==> config.mk <==
export PLATFORM = sky130hd
export DESIGN_NAME = bt_irq_ctrl
export DESIGN_NICKNAME = d
export VERILOG_FILES = /design/src/rtl/bt_irq_pkg.sv /design/src/rtl/bt_irq_wr_apply.sv /design/src/rtl/bt_irq_evt_apply.sv /design/src/rtl/bt_irq_ctrl.sv
export SDC_FILE = /design/constraint.sdc
export NUM_CORES = 1
export LEC_CHECK = 0
export BUFFER_PORTS_ARGS = -buffer_cell sky130_fd_sc_hd__buf_2
export CORE_AREA = 8 8 45 47
export DETAILED_ROUTE_END_ITERATION = 8
export DIE_AREA = 0 0 53 55
export PLACE_DENSITY = 0.36
export SYNTH_ARGS = -nofsm -noshare
export SYNTH_HDL_FRONTEND = slang
export SYNTH_SLANG_ARGS = --single-unit
==> constraint.sdc <==
create_clock -name clk -period 1.23 [get_ports clk]
set_clock_uncertainty 0.1 [all_clocks]
set_input_delay 0.123 -clock clk [delete_from_list [all_inputs] [get_ports clk]]
set_output_delay 0.123 -clock clk [all_outputs]
set_load 0.005 [all_outputs]
==> src/rtl/bt_irq_pkg.sv <==
package bt_irq_pkg;
    localparam int MASK_W   = 2;
    localparam int EN_BIT   = 0;
    localparam int PEND_BIT = 1;

    typedef struct packed {
        logic pend;
        logic en;
    } irq_mask_t;
endpackage

==> src/rtl/bt_irq_wr_apply.sv <==
// Applies a host write to the mask register (first stage of the update order).
module bt_irq_wr_apply
    import bt_irq_pkg::*;
(
    input  irq_mask_t         cur,
    input  logic              wr,
    input  logic [MASK_W-1:0] wdata,
    input  logic              atn_any,
    output irq_mask_t         nxt
);
    always_comb begin
        nxt = cur;
        if (wr) begin
            if (wdata[EN_BIT] != cur.en) begin
                if (wdata[EN_BIT]) begin
                    if (atn_any) nxt.pend = 1'b1;
                    nxt.en = 1'b1;
                end else begin
                    nxt.pend = 1'b0;
                    nxt.en   = 1'b0;
                end
            end
            if (wdata[PEND_BIT] && nxt.pend) nxt.pend = 1'b0;
        end
    end
endmodule

==> src/rtl/bt_irq_evt_apply.sv <==
// Applies response-ready, then the attention change, to the post-write mask.
module bt_irq_evt_apply
    import bt_irq_pkg::*;
(
    input  irq_mask_t cur,
    input  logic      irq_ok,
    input  logic      rsp_ready,
    input  logic      c2h_atn,
    input  logic      sms_flag,
    input  logic      sms_req,
    input  logic      sms_val,
    input  logic      sms_irq_req,
    output irq_mask_t nxt
);
    logic sms_change;

    always_comb begin
        nxt        = cur;
        sms_change = sms_req && (sms_val != sms_flag);
        if (rsp_ready && irq_ok && nxt.en && !nxt.pend) nxt.pend = 1'b1;
        if (sms_change) begin
            if (sms_val) begin
                if (sms_irq_req && irq_ok && !c2h_atn && nxt.en) nxt.pend = 1'b1;
            end else if (!c2h_atn && nxt.pend) begin
                nxt.pend = 1'b0;
            end
        end
    end
endmodule

==> src/rtl/bt_irq_ctrl.sv <==
module bt_irq_ctrl
    import bt_irq_pkg::*;
(
    input  logic              clk,
    input  logic              rst_n,
    input  logic              irq_strap,
    input  logic              irq_glb_en,
    input  logic              mask_wr,
    input  logic [MASK_W-1:0] mask_wdata,
    input  logic              rsp_ready,
    input  logic              c2h_atn,
    input  logic              sms_flag,
    input  logic              sms_req,
    input  logic              sms_val,
    input  logic              sms_irq_req,
    output logic [MASK_W-1:0] mask_rdata,
    output logic              irq_out
);
    irq_mask_t mask_q, mask_d, after_wr, after_evt;

    bt_irq_wr_apply u_wr (
        .cur     (mask_q),
        .wr      (mask_wr),
        .wdata   (mask_wdata),
        .atn_any (c2h_atn | sms_flag),
        .nxt     (after_wr)
    );

    bt_irq_evt_apply u_evt (
        .cur         (after_wr),
        .irq_ok      (irq_strap & irq_glb_en),
        .rsp_ready   (rsp_ready),
        .c2h_atn     (c2h_atn),
        .sms_flag    (sms_flag),
        .sms_req     (sms_req),
        .sms_val     (sms_val),
        .sms_irq_req (sms_irq_req),
        .nxt         (after_evt)
    );

    always_comb begin
        mask_d = after_evt;
    end

    always_ff @(posedge clk) begin
        if (!rst_n) mask_q <= '0;
        else        mask_q <= mask_d;
    end

    assign mask_rdata[EN_BIT]   = mask_q.en;
    assign mask_rdata[PEND_BIT] = mask_q.pend;
    assign irq_out              = mask_q.pend;


    disable_lowers_chk: assert property (@(posedge clk) disable iff (!rst_n)
        (mask_wr && !mask_wdata[EN_BIT] && mask_q.en) |=> (!irq_out && !mask_rdata[EN_BIT]));


    ack_clears_chk: assert property (@(posedge clk) disable iff (!rst_n)
        (mask_wr && mask_wdata[PEND_BIT] && irq_out && !rsp_ready && !sms_req) |=> !irq_out);


    enable_fires_chk: assert property (@(posedge clk) disable iff (!rst_n)
        (mask_wr && mask_wdata == 2'b01 && !mask_q.en && (c2h_atn || sms_flag) && !sms_req)
        |=> irq_out);


    rsp_raises_chk: assert property (@(posedge clk) disable iff (!rst_n)
        (rsp_ready && irq_strap && irq_glb_en && mask_q.en && !mask_wr && !sms_req) |=> irq_out);


    same_value_chk: assert property (@(posedge clk) disable iff (!rst_n)
        (sms_req && sms_val == sms_flag && !mask_wr && !rsp_ready) |=> $stable(irq_out));


    rise_has_cause_chk: assert property (@(posedge clk) disable iff (!rst_n)
        $rose(irq_out) |-> $past(mask_wr || rsp_ready || sms_req));
endmodule

== Yosys cells after proc, flatten, opt, wreduce, memory -nomap -nowiden ==
Index checks and enable logic that the tools add are counted.

* Logic and storage cells: 28
* Register bits: 2

* Mux-type cells: 11
* Bitwise logic cells: 2
* Eq/ne operators: 2
* Reduce and logical (&&, ||, !) cells: 11

{| class="wikitable"
|+ Operators with widths
! operator !! count
|-
| logical AND 1 bit || 9
|-
| 2-to-1 mux 2 bit || 4
|-
| 2-to-1 mux 1 bit || 7
|-
| zero test 1 bit || 2
|-
| inequality test 1 bit || 2
|-
| AND 1 bit || 1
|-
| bitwise OR 1 bit || 1
|}

== Logic depth before layout (Yosys ltp) ==
* Depth in word-level cells: 15
* Gate-level depth with buffers: 3

== Modules after synthesis ==
A second synthesis with hierarchy kept.

* Cells, all modules: 20
* Area total of the unflattened synthesis: 163.9 um^2

{| class="wikitable"
|+ Modules (own cells, without submodules)
! module !! seq. area each (um^2) !! area an instance (um^2) !! cells an instance !! times used
|-
| bt_irq_ctrl || 40.0 || 72.6 || 7 || 1
|-
| bt_irq_evt_apply || 0.0 || 55.1 || 8 || 1
|-
| bt_irq_wr_apply || 0.0 || 36.3 || 5 || 1
|}

== Worst setup path before layout ==
No wires, ideal clock.

* Path type: reg2reg
* Start point: reg mask_q, in the netlist mask_rdata[0]
* End point: reg mask_q, in the netlist irq_out
* Data arrival time: 0.778 ns
* Buffers on the path: 0
* Path slack: 0.234 ns
* Period minus slack after synthesis: 0.996 ns
* Stages on the path, launching flop included: 4
* Path through: dfxtp_1 -> nor2b_1 -> o21ai_0 -> a32o_1

* Cells in the longest elaborated chain, start to end: 13
* Elaborated cells between the ends (all ways): 16
* Those cells by class: 1 x eq/ne; 9 x mux; 6 x reduce/logical

{| class="wikitable"
|+ Ends and longest elaborated chain
! item !! RTL line !! RTL
|-
| from (decl) || bt_irq_ctrl.sv:19 || <nowiki>irq_mask_t mask_q, mask_d, after_wr, after_evt;</nowiki>
|-
| from (signal assigned) || bt_irq_ctrl.sv:47 || <nowiki>else mask_q <= mask_d;</nowiki>
|-
| inequality test 1 bit || bt_irq_wr_apply.sv:14 || <nowiki>if (wdata[EN_BIT] != cur.en) begin</nowiki>
|-
| 2-to-1 mux 2 bit || bt_irq_wr_apply.sv:14 ||
|-
| 2-to-1 mux 2 bit || bt_irq_wr_apply.sv:13 || <nowiki>if (wr) begin</nowiki>
|-
| logical AND 1 bit || bt_irq_wr_apply.sv:23 || <nowiki>if (wdata[PEND_BIT] && nxt.pend) nxt.pend = 1'b0;</nowiki>
|-
| 2-to-1 mux 1 bit || bt_irq_wr_apply.sv:23 ||
|-
| 2-to-1 mux 2 bit (*) || bt_irq_wr_apply.sv:13 ||
|-
| zero test 1 bit || bt_irq_evt_apply.sv:20 || <nowiki>if (rsp_ready && irq_ok && nxt.en && !nxt.pend) nxt.pend = 1'b1;</nowiki>
|-
| logical AND 1 bit || bt_irq_evt_apply.sv:20 ||
|-
| 2-to-1 mux 1 bit || bt_irq_evt_apply.sv:20 ||
|-
| logical AND 1 bit || bt_irq_evt_apply.sv:24 || <nowiki>end else if (!c2h_atn && nxt.pend) begin</nowiki>
|-
| 2-to-1 mux 1 bit || bt_irq_evt_apply.sv:24 ||
|-
| 2-to-1 mux 1 bit || bt_irq_evt_apply.sv:22 || <nowiki>if (sms_val) begin</nowiki>
|-
| 2-to-1 mux 1 bit (*) || bt_irq_evt_apply.sv:21 || <nowiki>if (sms_change) begin</nowiki>
|}

Mark *: on every way between the ends. The rest lies on a longest branch, timed or not. The select of a mux whose other input is x is not followed.
A chain may end at the register's enable or synchronous reset.

== Final worst setup path ==
Same ends and word-level chain as after synthesis.

==> metrics.md <==
| Metric | Value |
|---|---|
| Status | complete, no violations |
| CTS hold repair buffers | 0 |
| FF-to-FF Start | mask_rdata[0] |
| TritonCTS Buffers | 3 |
| Synth warn | 0 |
| Fill cell count | between 150 and 200 |
| Max Cap Violations | 0 |
| R2R Path End | irq_out |
| Ant diodes | 0 |
| Min Tclk post-route | roughly 1100 ps |
| Mapped Area | 163 µm² |
| Area grow syn2layout | 67.7% |
| Placement-stage worst setup slack | ~150 ps |
| Post-Place Cells | between 40 and 50 |
| Worst-path fanout max | 4 |
| Post-DRT Antenna Nets | 0 |
| Commonest cells post-synth | dfxtp_1 (2), inv_1 (2), nor2_1 (2) |
| CTS Root Cell | clkbuf_4 |
| Die area | ~2900 µm² |
| Reg2reg setup slack | between 150 and 200 ps |
| Vias in the first global route | between 200 and 250 |
| Hold_ws | approximately 57 ps |
| Clock power share | 52.6% |
| Main flop type after synthesis | dfxtp_1 |
| HP Start | rst_n |
| Comb power frac | around 22% |
| Critical Path Start Type | register |
| Share of synthesized flip-flops with an asynchronous set or reset | 0% |
| Nets | 50 |
| GRT Total Usage | around 4.5% |
| Seq pwr share | around a quarter |
| Final worst setup slack | ~160 ps |
| Starting Density | 11.8% |
| Post-synth EDFFs | 0 |
| Min-Delay Path Class | in -> reg |
| Ratio of cells with drive above 1 in the final layout | between 50% and 60% |
| RSZ-0062 raised after global routing | no |
| Yosys top cell by area | dfxtp_1 |
| Final slew viol count | 0 |
| Resized cells post-CTS | 0 |
| Yosys reg bits | 2 |
| Die Height | about 55 µm |
| Routed vias | roughly 190 |
| PD cells | between 1000 and 1500 nW/µm² |
| Crit path kind | reg -> reg |
| WHS Path Cells | 3 |
| Max Fclk | ~930 MHz |
| Post-CTS Repair Setup Buffers | 0 |
| Period utilization | 87.0% |
| DR DRC count | 0 |
| Total power draw | approximately 280 µW |
| Internal power | 210 µW |
| Synth unique cells | 15 |
| Fin cells | ~50 |
| H-tree depth | 1 |
| First-pass GRT wire length | 890 µm |
| Avg Vias per Cell | around 3.7 |
| Routed WL per cell | 12.3 µm |
| Initial antenna violation count | 0 |
| Worst-Margin Slew | 204 ps |
| Relative slew slack | 86.0% |
| Skew-Pair Late Insertion Delay | 220 ps |
| Worst setup EP type | register |
| Final setup viols | 0 |
| Clk buf depth | 2 |
| Worst VDD drop | a little under 0.0004 V |
| Largest net degree at the start of global routing | 5 |
| Syn Nets | 31 |
| Critical Path Source | mask_rdata[0] |
| Setup TNS | 0 ps |
| Sink Count | 2 |
| Critical Path RT | around 1200 ps |
| Area fraction of the dominant cell type after synthesis | about a quarter |
| Drt total wl | 625 µm |
| Syn Inst Count | 18 |
| Grt total ovfl | 0 |
| Clock-pin transition on the worst setup and hold timing paths | about 30 ps |
| CP Capture Point | irq_out |
| Worst path arrival time | approximately 1100 ps |
| Pleak | 0.147 nW |
| Num ports | 16 |
| Core region area | ~1400 µm² |
| R2r worst-path depth | 3 |
| Avg Inst Size Synth | about 9.0 µm² |
| Starting DRC count in detailed routing | 3 |
| Number of port buffers | 15 |
| Final hold violations | 0 |
| TritonCTS clock tree | done |
| GP Congestion | just under 0.8 |
| Area contributors post-synth | dfxtp_1 (25%), nor4bb_4 (15%), a32o_1 (6.2%) |
| Switching Fraction | between 20% and 30% |
| Sequential share of the synthesized area | between 20% and 30% |
| DRT Pass-1 Iters | 3 |
| Num rows | 14 |
| Die Width | roughly 53 µm |
| P_sw | slightly below 70 µW |
==> how the worst min path moves through the flow <==
stage,endpoint,slack (ps)
after global routing,mask_rdata[0],80
after detailed placement,mask_rdata[0],280
after floorplan,mask_rdata[0],170
after CTS,mask_rdata[0],50
final,mask_rdata[0],60
after global placement,mask_rdata[0],300
==> layout by cell type, fill, tap and decap left out, drive strengths merged, types with 2 or more instances in the layout <==
| cell type | n |
|---|---|
| buf | 15 |
| clkbuf | 3 |
| dfxtp | 2 |
| inv | 2 |
| nor2 | 2 |
==> cell type report <==
| type | instances | area, µm² | share of cell area (%) |
|---|---|---|---|
| multi-input combinational | 13 | 108 | 39.4 |
| tap | 16 | 20.0 | 7.34 |
| inverter | 2 | 7.51 | 2.75 |
| sequential | 2 | 40.0 | 14.7 |
| clock buffer | 3 | 22.5 | 8.26 |
| timing repair buffer | 15 | 75.1 | 27.5 |
==> worst max-delay path, cell delays in order, from the launching register on <==
cell	delay, ps
dfxtp_1	350
nor2b_1	130
o21ai_0	100
a32o_1	270
==> stage by stage <==
| stage | instance area [µm²] | utilization [%] |
|---|---|---|
| floorplan | 163 | - |
| global placement | 250 | 18.1 |
| detailed placement | 250 | 18.1 |
| CTS | 273 | 19.7 |
| global route | 273 | 19.7 |
| finish | 273 | 19.7 |
==> state kept, by name, summed over array words and instances (netlist names) <==
signal	count
mask_rdata	1
irq_out	1
==> cell families (layout without fill, tap and decap cells) <==
logic type	count (synthesis)	count (layout)	share of synthesized area, %
buffers and inverters	3	20	9.23
flip-flops	2	2	24.6
XOR/XNOR	1	1	5.39
multiplexers	1	1	6.15
AND/OR/NAND/NOR	6	6	30.0
AO/OA/AOI/OAI	5	5	24.6
==> per-layer routing <==
layer	GRT usage (%)	vias up	share of wire [%]
met5	0	-	0
met4	3.88	0	0
met3	4.55	0	22
met2	4.10	13	32
met1	5.45	74	46
li1	-	100	-
==> power groups by stage <==
stage | clock (mW) | combinational (mW) | sequential, mW
detailed placement | 0 | 0.0599 | 0.0734
global route | 0.158 | 0.0661 | 0.0734
finish | 0.147 | 0.0599 | 0.0724
global placement | 0 | 0.0596 | 0.0737
floorplan | 0 | 0.0259 | 0.0736
CTS | 0.156 | 0.0605 | 0.0726
Power figures use the tool's default switching activity.
